File: config.mk
export PLATFORM = sky130hd
export DESIGN_NAME = gpio_event_irq
export DESIGN_NICKNAME = d
export VERILOG_FILES = /design/src/rtl/gpio_event_irq.sv
export SDC_FILE = /design/constraint.sdc
export NUM_CORES = 1
export LEC_CHECK = 0
export BUFFER_PORTS_ARGS = -buffer_cell sky130_fd_sc_hd__buf_2
export CAP_MARGIN = 10
export CORE_UTILIZATION = 30
export CTS_CLUSTER_DIAMETER = 80
export DETAILED_ROUTE_END_ITERATION = 7
export PLACE_DENSITY = 0.54
export RECOVER_POWER = 100
export SYNTH_ARGS = -nofsm -noshare
export SYNTH_HDL_FRONTEND = slang
export SYNTH_SLANG_ARGS = --single-unit
File: constraint.sdc
create_clock -name clk -period 5.7 [get_ports clk]
set_input_delay 1.14 -clock clk [delete_from_list [all_inputs] [get_ports clk]]
set_output_delay 1.14 -clock clk [all_outputs]
set_load 0.01 [all_outputs]
File: src/rtl/gpio_event_irq.sv
module gpio_event_irq #(
  parameter int NUM_PADS = 40,
  parameter int GRP_PADS = 24,
  parameter int AW       = 12
) (
  input  logic                clk,
  input  logic                rst_n,
  input  logic [NUM_PADS-1:0] pad_i,
  input  logic                reg_we,
  input  logic [AW-1:0]       reg_addr,
  input  logic [31:0]         reg_wdata,
  output logic [31:0]         reg_rdata,
  output logic                irq_o,
  output logic                wake_o
);

  localparam int RW = AW - 5;
  localparam logic [RW-1:0] RG_STS  = RW'(8);
  localparam logic [RW-1:0] RG_IE   = RW'(9);
  localparam logic [RW-1:0] RG_WSTS = RW'(10);
  localparam logic [RW-1:0] RG_WEN  = RW'(11);
  localparam logic [1:0] M_LEVEL = 2'd0;
  localparam logic [1:0] M_EDGE  = 2'd1;
  localparam logic [1:0] M_OFF   = 2'd2;
  localparam logic [1:0] M_BOTH  = 2'd3;

  logic [RW-1:0] region;
  logic [2:0]    gsel;
  logic [RW-1:0] psel;
  logic          cfg_hit;

  assign region  = reg_addr[AW-1:5];
  assign gsel    = reg_addr[4:2];
  assign psel    = reg_addr[AW-3:3];
  assign cfg_hit = (reg_addr[AW-1:AW-2] == 2'b01) && !reg_addr[2];

  logic [NUM_PADS-1:0] evt_v, sts_q, ie_q, wsts_q, wen_q, sci_v;
  logic [31:0] cfg_rd [NUM_PADS];

  for (genvar p = 0; p < NUM_PADS; p++) begin : g_pad
    localparam int G = p / GRP_PADS;
    localparam int B = p % GRP_PADS;

    logic [2:0] sy;
    logic [1:0] mode;
    logic       inv, sci, st, ws, ie, wen, e;
    logic       grp_hit, cfg_we, q, qp;

    assign grp_hit = (int'(gsel) == G);
    assign cfg_we  = reg_we && cfg_hit && (int'(psel) == p);
    assign q       = sy[1] ^ inv;
    assign qp      = sy[2] ^ inv;

    always_comb begin
      case (mode)
        M_LEVEL: e = q;
        M_EDGE:  e = q & ~qp;
        M_BOTH:  e = sy[1] ^ sy[2];
        default: e = 1'b0;
      endcase
    end

    always_ff @(posedge clk or negedge rst_n) begin
      if (!rst_n) begin
        sy   <= '0;
        mode <= M_OFF;
        inv  <= 1'b0;
        sci  <= 1'b0;
        st   <= 1'b0;
        ws   <= 1'b0;
        ie   <= 1'b0;
        wen  <= 1'b0;
      end else begin
        sy <= {sy[1:0], pad_i[p]};
        st <= (st & ~(reg_we && region == RG_STS  && grp_hit && reg_wdata[B])) | e;
        ws <= (ws & ~(reg_we && region == RG_WSTS && grp_hit && reg_wdata[B])) | e;
        if (reg_we && region == RG_IE  && grp_hit) ie  <= reg_wdata[B];
        if (reg_we && region == RG_WEN && grp_hit) wen <= reg_wdata[B];
        if (cfg_we) begin
          mode <= reg_wdata[26:25];
          inv  <= reg_wdata[23];
          sci  <= reg_wdata[19];
        end
      end
    end

    assign evt_v[p]  = e;
    assign sts_q[p]  = st;
    assign wsts_q[p] = ws;
    assign ie_q[p]   = ie;
    assign wen_q[p]  = wen;
    assign sci_v[p]  = sci;
    assign cfg_rd[p] = {5'b0, mode, 1'b0, inv, 3'b0, sci, 17'b0, sy[1], 1'b0};
  end

  always_comb begin
    reg_rdata = '0;
    if (cfg_hit) begin
      for (int p = 0; p < NUM_PADS; p++)
        if (int'(psel) == p) reg_rdata = cfg_rd[p];
    end else begin
      for (int p = 0; p < NUM_PADS; p++) begin
        if (p / GRP_PADS == int'(gsel)) begin
          case (region)
            RG_STS:  reg_rdata[p % GRP_PADS] = sts_q[p];
            RG_IE:   reg_rdata[p % GRP_PADS] = ie_q[p];
            RG_WSTS: reg_rdata[p % GRP_PADS] = wsts_q[p];
            RG_WEN:  reg_rdata[p % GRP_PADS] = wen_q[p];
            default: ;
          endcase
        end
      end
    end
  end

  assign irq_o  = |(sts_q & ie_q);
  assign wake_o = |(wsts_q & wen_q & ~sci_v);

  logic unused_bits;
  assign unused_bits = ^{reg_wdata[31:27], reg_wdata[24], reg_addr[1:0]};

endmodule

Yosys cells after proc, flatten, opt, wreduce, memory -nomap -nowiden. Index checks and enable logic that the tools add are counted.

Register bits after elaboration: 440. Latch bits: 0. Memory bits (writable): 0. Memory bits (read-only): 0. Bits of input ports: 87. Output and inout port bits: 34. Word-level logic and storage cells: 1231. Memories kept: 0.

Add/subtract/negate cells: 0. Multipliers: 0. Div/mod/pow operators: 0. Magnitude comparators: 0. Eq/ne operators: 126. Shifts and indexed selects: 0. Multiplexer cells: 162. Bitwise operators: 444. Reduce and logical (&&, ||, !) cells: 179.

Operators with widths (count): $mux 32 (39); $pmux 1 s4 (40); $logic_and 1x1->1 (134); $and 1x1->1 (120); $and 40x40->40 (3); $not 1->1 (120); $pmux 1 s3 (40); $xor 1x1->1 (120); $eq 7x6->1 const B (16); $eq 2x1->1 const B (41); $eq 2x2->1 const B (40); $logic_not 2->1 (40); $or 1x1->1 (80); $reduce_or 40->1 (2); $eq 7x4->1 const B (8); $eq 7x5->1 const B (8); $eq 7x7->1 const B (8); $mux 1 (40); $not 40->40 (1); $mux 27 (1); $mux 24 (1); $eq 7x3->1 const B (2); $mux 8 (1); $eq 7x2->1 const B (1); other kinds (5) (5).

Longest topological paths before layout. Gate-level depths: netlist of run 1.

Word-level depth: 42. Gate-level depth with buffers: 11. Depth with buffers taken out: 6.

Worst setup path before layout of run 1. Ideal clock, no wire load.

Kind: input-to-output. Start: input port reg_addr[9]. End: output port reg_rdata[1]. Data arrival time: 2.999 ns. Required time: 4.560 ns. Path slack: 1.561 ns. Cell stages on the path: 7. Path buffers: 2. Path through: buf_2 or3b_4 buf_6 or4_4 o22ai_2 a2111oi_0 nor3_1.

Cells in the longest elaborated chain, start to end: 42. Elaborated cells on any way between the ends: 89. Those cells by class: eq/ne (43); mux (45); reduce/logical (1).

Ends and longest elaborated chain: from (decl) (RTL line 10) `input logic [AW-1:0] reg_addr,`; $logic_not 7->1 (RTL line 100) `if (int'(psel) == p) reg_rdata = cfg_rd[p];`; $mux 27 (RTL line 100); $mux 32 (39 in series) (RTL line 100); $mux 24 (*) (RTL line 98) `if (cfg_hit) begin`; to (decl) (RTL line 12) `output logic [31:0] reg_rdata,`.

Mark *: on every way between the ends. The rest lies on a longest branch, timed or not.

Final worst setup path of run 1.
Start: input port reg_addr[4]. End: output port reg_rdata[23].

The elaborated chain is that of the path after synthesis.

==> results of run 1 <==
==> worst paths after layout <==
path	from	endpoint	depth (start not counted)
max	reg_addr[4]	reg_rdata[23]	8
min	g_pad[25].sy[0]$_DFF_PN0_	g_pad[25].sy[1]$_DFF_PN0_	0
max reg2reg	g_pad[36].mode[1]$_DFFE_PN1P_	g_pad[36].ws$_DFF_PN0_	5
min reg2reg	g_pad[25].sy[0]$_DFF_PN0_	g_pad[25].sy[1]$_DFF_PN0_	0
max in group asynchronous	rst_n	g_pad[3].sy[0]$_DFF_PN0_	2
min in group asynchronous	rst_n	g_pad[15].sy[1]$_DFF_PN0_	1
==> Yosys cell counts, types with 35 or more instances <==
library cell / n / share of area
buf_2: 40 / 0.0094
dfstp_2: 40 / 0.049
nand2_1: 187 / 0.033
nor3b_1: 35 / 0.012
o21ai_0: 121 / 0.028
dfrtp_1: 400 / 0.47
inv_1: 54 / 0.0095
a21o_1: 81 / 0.028
xnor2_1: 39 / 0.016
nor2_1: 132 / 0.023
o22ai_1: 48 / 0.014
mux2_2: 234 / 0.12
a22oi_1: 55 / 0.019
a21oi_1: 65 / 0.015
o31ai_1: 42 / 0.015
clkbuf_1: 46 / 0.0081
==> area by class of cell <==
class	count	area [um^2]
fillers	7028	45600
repair buffers	170	990
clock inverters	20	195
diodes	1	2.50
multi-input cells	1347	9550
flip-flops and latches	440	11100
clock buffers	74	1510
well taps	940	1180
inverters	56	210
==> routing by layer <==
layer,track usage,up-vias,part of all wire
met5,0,-,0.00043
met4,0.0600,6,0.024
met3,0.0385,108,0.072
met2,0.347,687,0.45
met1,0.314,8765,0.45
li1,-,7381,-
==> logic make-up after synthesis <==
logic type                count (synthesis)  synth area share
buffers and inverters                   164            0.0336
and+or+nand+nor                         497             0.112
muxes                                   282             0.156
AOI/OAI and AO/OA                       522             0.165
DFF                                     440             0.517
xor gates and xnor gates                 40            0.0164
other                                     1          0.000175
==> per-stage QoR <==
step | total power [W] | instance area [um^2] | cells | worst slack [ns] | hold slack (ns)
floorplan | 0.00356 | 21400 | 1951 | 1.56 | 0.331
global placement | 0.00386 | 23200 | 2953 | 0.558 | 0.332
detailed placement | 0.00387 | 23200 | 2953 | 0.576 | 0.335
CTS | 0.00721 | 24900 | 3047 | 0.563 | 0.348
global route | 0.00738 | 24700 | 3048 | 0.241 | 0.339
finish | 0.00713 | 24700 | 3048 | 0.361 | 0.338
==> worst max-delay path, delay by kind of cell <==
| family | cells | cell delay (ns) |
|---|---|---|
| AOI/OAI and AO/OA | 3 | 0.88 |
| buffers and inverters | 3 | 0.79 |
| and+or+nand+nor | 2 | 1.36 |
==> flip-flops by register name, indices dropped and copies added (netlist names) <==
name        flops
g_pad.inv      40
g_pad.ws       40
g_pad.ie       40
g_pad.sy      120
g_pad.st       40
g_pad.sci      40
g_pad.mode     80
g_pad.wen      40
==> power breakdown <==
| group | switching [W] | internal [W] | leakage, nW |
|---|---|---|---|
| combinational | 0.000373 | 0.000168 | 3.95 |
| clock | 0.00135 | 0.00197 | 0.837 |
| sequential | 0.0000714 | 0.00320 | 5.25 |
==> run summary, run 1 <==
outcome = finished, violations left
failing checks = capacitance limit, slew limit
Setup TNS Final = 0 ns
Synth Flop Type = dfrtp_1
CTS tree = built
Clk Latency, worst-skew pair = 0.60 ns
synthesized cell area = 0.0214 mm^2
Net count, final = 2153
max cap viols = 4
final worst clock skew = 0.0142 ns
fmax = 187 MHz
WL final = 79.8 mm
post-route ant nets = 0
final estimated routing congestion in global placement = 0.949
DRC Markers = 0
die width = 269 um
via count = 16900
share of cells above drive strength 1 = 0.257
Root Driver = clkbuf_16
Longest Clk Path Bufs = 3
Peak VDD IR = 0.186 mV
Critical Path AT = 4.20 ns
post-synth cell types = 90
commonest non-fill, non-tap cell in the layout = dfrtp_1
first-pass GRT wire length = 117 mm
Num CTS Buffers = 51
core area = 0.0703 mm^2
final hold vios = 0
slew margin rel. = -1.17
initial antenna violation count = 4
clk sink count = 440
# Post-CTS Setup Buffers = 0
critical-path cell list = clkbuf_2 > or2_1 > or4_4 > a21oi_1 > a2111oi_0 > buf_4 > o21ai_0 > buf_2
gr ovfl total = 0
port buffer count = 106
vias in the first global route = 16800
Critical Path Sink Type = output port
Worst Path Required = 4.56 ns
post-layout minimum cycle time = 5.34 ns
Initial Util = 0.304
Mean Syn Cell Area = 11.0 um^2
CP startpoint kind = input pin
CTS Hold Bufs = 0
drt via density = 5.56
H-Tree Depth = 2
pin count of the biggest net entering global routing = 121
gr usage total = 0.222
IO Pins = 121
Slew Limit Fails = 282
Post-CTS Resized = 0
setup violators final = 0
ys async rst share = 1.00
Layout area overhead = 15.5%
initial drt markers = 1932
post-synthesis sequential area ratio = 0.517
slew at the pin closest to its max-slew limit = 3.26 ns
path type of the worst min-delay path = reg2reg
Worst path slowest cell = or4_4
RSZ-0062 raised after global routing = false
Power Density = 289 mW/mm^2
drt wl/cell = 26.2 um
Setup CP Type = in2out
FF-to-FF setup slack = 3.72 ns
Rows = 97
delay of the slowest cell on the worst path = 0.73 ns
CTS clk-pin slew, worst paths = 0.06 ns
drt first pass iters = 6
Die Span Y = 269 um
EDFF count, synth = 0
Die Area = 0.0724 mm^2
commonest cells after routing, fill and taps aside = dfrtp_1 (400), mux2_2 (234), nand2_1 (188)
Leak Pwr = 10.0 nW
Yosys warning count = 0
Post-Syn Instances = 1946
CP Max Fanout = 22
utilization after layout = 0.351
Synth Register Bits = 440
hpwl dp = 57.6 mm
Final Cycle Share = 0.937
(Power assumes the default switching activity.)
==> run 2, diff against run 1 <==
--- a/config.mk
+++ b/config.mk
@@ -7,6 +7,7 @@
 export LEC_CHECK = 0
 export BUFFER_PORTS_ARGS = -buffer_cell sky130_fd_sc_hd__buf_2
 export CAP_MARGIN = 10
+export CORE_ASPECT_RATIO = 0.5
 export CORE_UTILIZATION = 30
 export CTS_CLUSTER_DIAMETER = 80
 export DETAILED_ROUTE_END_ITERATION = 7
==> run 2 against run 1 <==
Effect of this change: worst hold slack lost 0.0055 ns; setup slack got worse by 0.10 ns; the run still ends with capacitance limit, slew limit left; die area about the same; clock-buffer cell count shrank 3; sequential power about the same; final area is 0.91% lower; utilization decreased by 0.067 points; maximum frequency down 1.8%.
==> run summary, run 2 (synthesis gave the netlist of run 1 again) <==
slew at the pin closest to its max-slew limit = 2.72 ns
Largest regs = g_pad.sy: 120 flops, g_pad.mode: 80 flops
Initial Util = 0.307
path type of the worst min-delay path = reg2reg
post-route ant nets = 0
Power, Total = 0.00686 W
hpwl dp = 54.6 mm
Slew Limit Fails = 270
DRC Markers = 0
core area = 0.0698 mm^2
Net count, final = 2144
Non-Filler Instances = 3039
port buffer count = 106
pin count of the biggest net entering global routing = 141
delay of the slowest cell on the worst path = 1.07 ns
Peak VDD IR = 0.206 mV
Reg area = 0.0111 mm^2
IO Pins = 121
Power Density = 280 mW/mm^2
CTS clk-pin slew, worst paths = 0.06 ns
gr usage total = 0.208
initial antenna violation count = 3
Layout area overhead = 14.4%
fmax = 184 MHz
Hold Worst Slack = 0.332 ns
final hold vios = 0
Die Span Y = 191 um
Longest Clk Path Bufs = 3
setup violators final = 0
initial drt markers = 1953
die width = 380 um
RSZ-0062 raised after global routing = false
first-pass GRT wire length = 112 mm
Finished Cell Area = 0.0245 mm^2
Root Driver = clkbuf_16
failing checks = capacitance limit, slew limit
Placed Instances = 2953
max FFs per register = 120
drt first pass iters = 5
CTS Hold Bufs = 0
FF-to-FF setup slack = 3.85 ns
commonest non-fill, non-tap cell in the layout = dfrtp_1
Critical Path AT = 4.30 ns
post-layout minimum cycle time = 5.44 ns
commonest cells after routing, fill and taps aside = dfrtp_1 (400), mux2_2 (233), nand2_1 (188)
Num CTS Buffers = 45
CP startpoint kind = input pin
max cap viols = 3
Biggest register = g_pad.sy
CP Max Fanout = 30
Leak Pwr = 9.90 nW
fillers = 7036
Critical Path Sink Type = output port
drt wl/cell = 25.1 um
crit path buf inv count = 4
drt via density = 5.53
gr ovfl total = 0
Final Cycle Share = 0.954
final worst clock skew = 0.0225 ns
via count = 16800
Worst path slowest cell = nor2b_1
Setup CP Type = in2out
CTS tree = built
Die Area = 0.0724 mm^2
DP Area = 0.0231 mm^2
final estimated routing congestion in global placement = 1.00
H-Tree Depth = 2
vias in the first global route = 16000
share of cells above drive strength 1 = 0.244
WL final = 76.4 mm
outcome = finished, violations left
slew margin rel. = -0.810
clk sink count = 440
# Post-CTS Setup Buffers = 0
critical-path cell list = buf_2 > nor2b_1 > clkbuf_2 > a221oi_1 > inv_1 > a21oi_1 > nor3_1 > clkbuf_1
CP delay by family, top = buffers and inverters
Clk Latency, worst-skew pair = 0.58 ns
Worst Path Required = 4.56 ns
Post-CTS Resized = 0
area of the multi-input gates = 0.00954 mm^2
Setup TNS Final = 0 ns
Rows = 68
-- run 2: per-stage QoR --
stage,utilization,setup slack (ns)
after floorplan,-,1.56
after global placement,0.332,0.659
after detailed placement,0.332,0.599
after CTS,0.353,0.587
after global routing,0.351,0.245
final,0.351,0.260
-- run 2: per-layer routing --
layer | vias up | track usage | part of all wire
met2 | 707 | 0.312 | 0.43
met4 | 4 | 0.0637 | 0.029
met1 | 8599 | 0.295 | 0.45
met3 | 147 | 0.0509 | 0.090
li1 | 7343 | - | -
met5 | - | 0 | 0.00045
-- run 2: layout make-up --
class	count	area share
Antenna cell	1	0.000102
Clock buffer	71	0.0571
Clock inverter	12	0.00506
Inverter	56	0.00859
Multi-Input combinational cell	1347	0.390
Sequential cell	440	0.452
Tap cell	945	0.0483
Timing Repair Buffer	167	0.0391
-- run 2: worst paths after layout --
check,startpoint,endpoint,cells past startpoint
max reg2reg,g_pad[38].mode[1]$_DFFE_PN1P_,g_pad[38].st$_DFF_PN0_,5
max,reg_addr[5],reg_rdata[8],8
min in group asynchronous,rst_n,g_pad[9].sy[0]$_DFF_PN0_,1
min reg2reg,g_pad[1].sy[0]$_DFF_PN0_,g_pad[1].sy[1]$_DFF_PN0_,0
min,g_pad[1].sy[0]$_DFF_PN0_,g_pad[1].sy[1]$_DFF_PN0_,0
max in group asynchronous,rst_n,g_pad[21].sy[1]$_DFF_PN0_,2
-- run 2: power by group --
| part | switching, W | leakage (nW) | internal [W] |
|---|---|---|---|
| combinational | 0.000370 | 3.90 | 0.000167 |
| clock | 0.00128 | 0.750 | 0.00177 |
| sequential | 0.0000711 | 5.25 | 0.00320 |
==> run 3, diff against run 2 <==
--- a/config.mk
+++ b/config.mk
@@ -7,10 +7,10 @@
 export LEC_CHECK = 0
 export BUFFER_PORTS_ARGS = -buffer_cell sky130_fd_sc_hd__buf_2
 export CAP_MARGIN = 10
-export CORE_ASPECT_RATIO = 0.5
 export CORE_UTILIZATION = 30
 export CTS_CLUSTER_DIAMETER = 80
 export DETAILED_ROUTE_END_ITERATION = 7
+export MAX_ROUTING_LAYER = met4
 export PLACE_DENSITY = 0.54
 export RECOVER_POWER = 100
 export SYNTH_ARGS = -nofsm -noshare
==> run 3 against run 2 <==
Effect of this change: the flow still finishes with violations (capacitance limit, slew limit); routed wire length up 4.8%; sequential cell count unchanged; non-clock buffer count up 5; sequential power about the same; utilization up 0.15 points; sequential share of layout area down 0.52 points; critical endpoint is now reg_rdata[23].
==> run summary, run 3 (synthesis gave the netlist of run 1 again) <==
outcome = finished, violations left
failing checks = capacitance limit, slew limit
area of the multi-input gates = 0.00955 mm^2
die width = 269 um
Peak VDD IR = 0.216 mV
RSZ-0062 raised after global routing = false
Worst Hold Path Cells = 0
CP startpoint kind = input pin
final estimated routing congestion in global placement = 0.964
H-Tree Depth = 2
delay of the slowest cell on the worst path = 0.88 ns
RR Endpoint = g_pad[36].ws$_DFF_PN0_
CTS clk-pin slew, worst paths = 0.06 ns
CP Max Fanout = 22
post-layout minimum cycle time = 5.43 ns
Layout area overhead = 15.7%
CTS Hold Bufs = 0
commonest cells after routing, fill and taps aside = dfrtp_1 (400), mux2_2 (234), nand2_1 (188)
Biggest register = g_pad.sy
slew at the pin closest to its max-slew limit = 2.48 ns
drt first pass iters = 6
Longest Clk Path Bufs = 3
Root Driver = clkbuf_16
Hold Path Sink = g_pad[26].sy[1]$_DFF_PN0_
drt wl/cell = 26.2 um
setup violators final = 0
Slew Limit Fails = 418
# Post-CTS Setup Buffers = 0
Num CTS Buffers = 51
port buffer count = 106
Net Sw Frac = 0.252
core area = 0.0703 mm^2
Die Span Y = 269 um
Min-Delay Startpoint = g_pad[26].sy[0]$_DFF_PN0_
switching pwr = 0.00181 W
Initial Util = 0.304
FF-to-FF setup slack = 3.64 ns
pin count of the biggest net entering global routing = 126
max FFs per register = 120
clock power share = 0.469
fmax = 184 MHz
CTS tree = built
Final Cycle Share = 0.953
utilization after layout = 0.352
max cap viols = 6
combinational fraction of design power = 0.075
worst flop-to-flop path startpoint = g_pad[36].mode[1]$_DFFE_PN1P_
via count = 17000
Int Pwr = 0.00537 W
final worst clock skew = 0.0191 ns
IO Pins = 121
Top cell by count, worst path = buf_2
commonest non-fill, non-tap cell in the layout = dfrtp_1
initial drt markers = 2024
Post-CTS Resized = 0
Setup CP Type = in2out
gr usage total = 0.229
fillers = 6955
gr ovfl total = 0
first-pass GRT wire length = 117 mm
post-route ant nets = 0
Critical Path AT = 4.29 ns
sequential share of power = 0.455
Net count, final = 2155
WL final = 80.0 mm
Clk Latency, worst-skew pair = 0.61 ns
initial antenna violation count = 7
hpwl dp = 58.0 mm
slew margin rel. = -0.653
Non-Filler Instances = 3057
clk sink count = 440
vias in the first global route = 16800
Placed Instances = 2955
share of cells above drive strength 1 = 0.254
Die Area = 0.0724 mm^2
Worst path slowest cell = or3b_1
Leak Pwr = 10.0 nW
drt via density = 5.57
DRC Markers = 0
final hold vios = 0
Setup TNS Final = 0 ns
Power Density = 290 mW/mm^2
Largest regs = g_pad.sy: 120 flops, g_pad.mode: 80 flops
Worst Path Required = 4.56 ns
Rows = 97
Critical Path Sink Type = output port
Reg area = 0.0111 mm^2
critical-path cell list = buf_2 > or3b_1 > nor2_1 > a22o_1 > a2111oi_0 > buf_4 > o211ai_1 > o21ai_0 > buf_2
path type of the worst min-delay path = reg2reg
Register-to-Register Path Depth = 5
-- run 3: cell types whose count changed in the layout (fill, tap and decap cells not counted), sizes merged --
cell	before	now
clkinvlp	1	2
buf	121	137
inv	56	57
clkinv	9	15
clkbuf	117	108
bufinv	2	5
diode	1	6
-- run 3: how the worst max path moves through the flow --
stage,start,to,cells past startpoint
6_report,reg_addr[8],reg_rdata[23],9
4_1_cts,reg_addr[4],reg_rdata[1],11
5_1_grt,reg_addr[9],reg_rdata[23],9
3_5_place_dp,reg_addr[4],reg_rdata[1],11
3_3_place_gp,reg_addr[4],reg_rdata[1],11
2_1_floorplan,reg_addr[9],reg_rdata[1],7
-- run 3: final cells by class --
class                           instances  share of cell area
Inverter                               56             0.00849
Timing Repair Buffer                  172              0.0410
Clock buffer                           73              0.0586
Antenna cell                            6            0.000606
Multi-Input combinational cell       1347               0.386
Tap cell                              940              0.0475
Clock inverter                         23              0.0112
Sequential cell                       440               0.447
-- run 3: power by group through the flow --
stage               Combinational [W]  Sequential, W  Clock [W]
finish                       0.000542        0.00327    0.00337
global placement             0.000540        0.00332          0
floorplan                    0.000261        0.00329          0
CTS                          0.000547        0.00327    0.00345
detailed placement           0.000545        0.00332          0
global route                 0.000580        0.00328    0.00358
-- run 3: critical path, delay by kind of cell --
kind            cells  cell delay, ns
compound gates      4            1.36
buf+inv             3            0.58
simple gates        2            1.19
-- run 3: through the flow --
step	total power, W	cell area [um^2]	setup WS, ns	hold WS (ns)
2_1_floorplan	0.00356	21400	1.56	0.331
3_3_place_gp	0.00386	23200	0.485	0.333
3_5_place_dp	0.00387	23200	0.485	0.335
4_1_cts	0.00727	24900	0.468	0.339
5_1_grt	0.00744	24800	0.238	0.353
6_report	0.00719	24800	0.267	0.335
-- run 3: routing by layer --
metal / GRT usage / wire (um) / vias to the layer above
met1: 0.320 / 36400 / 8787
met4: 0.0619 / 2050 / 0
met2: 0.345 / 36100 / 714
met3: 0.0328 / 5510 / 122
met5: - / 0 / -
li1: - / - / 7401
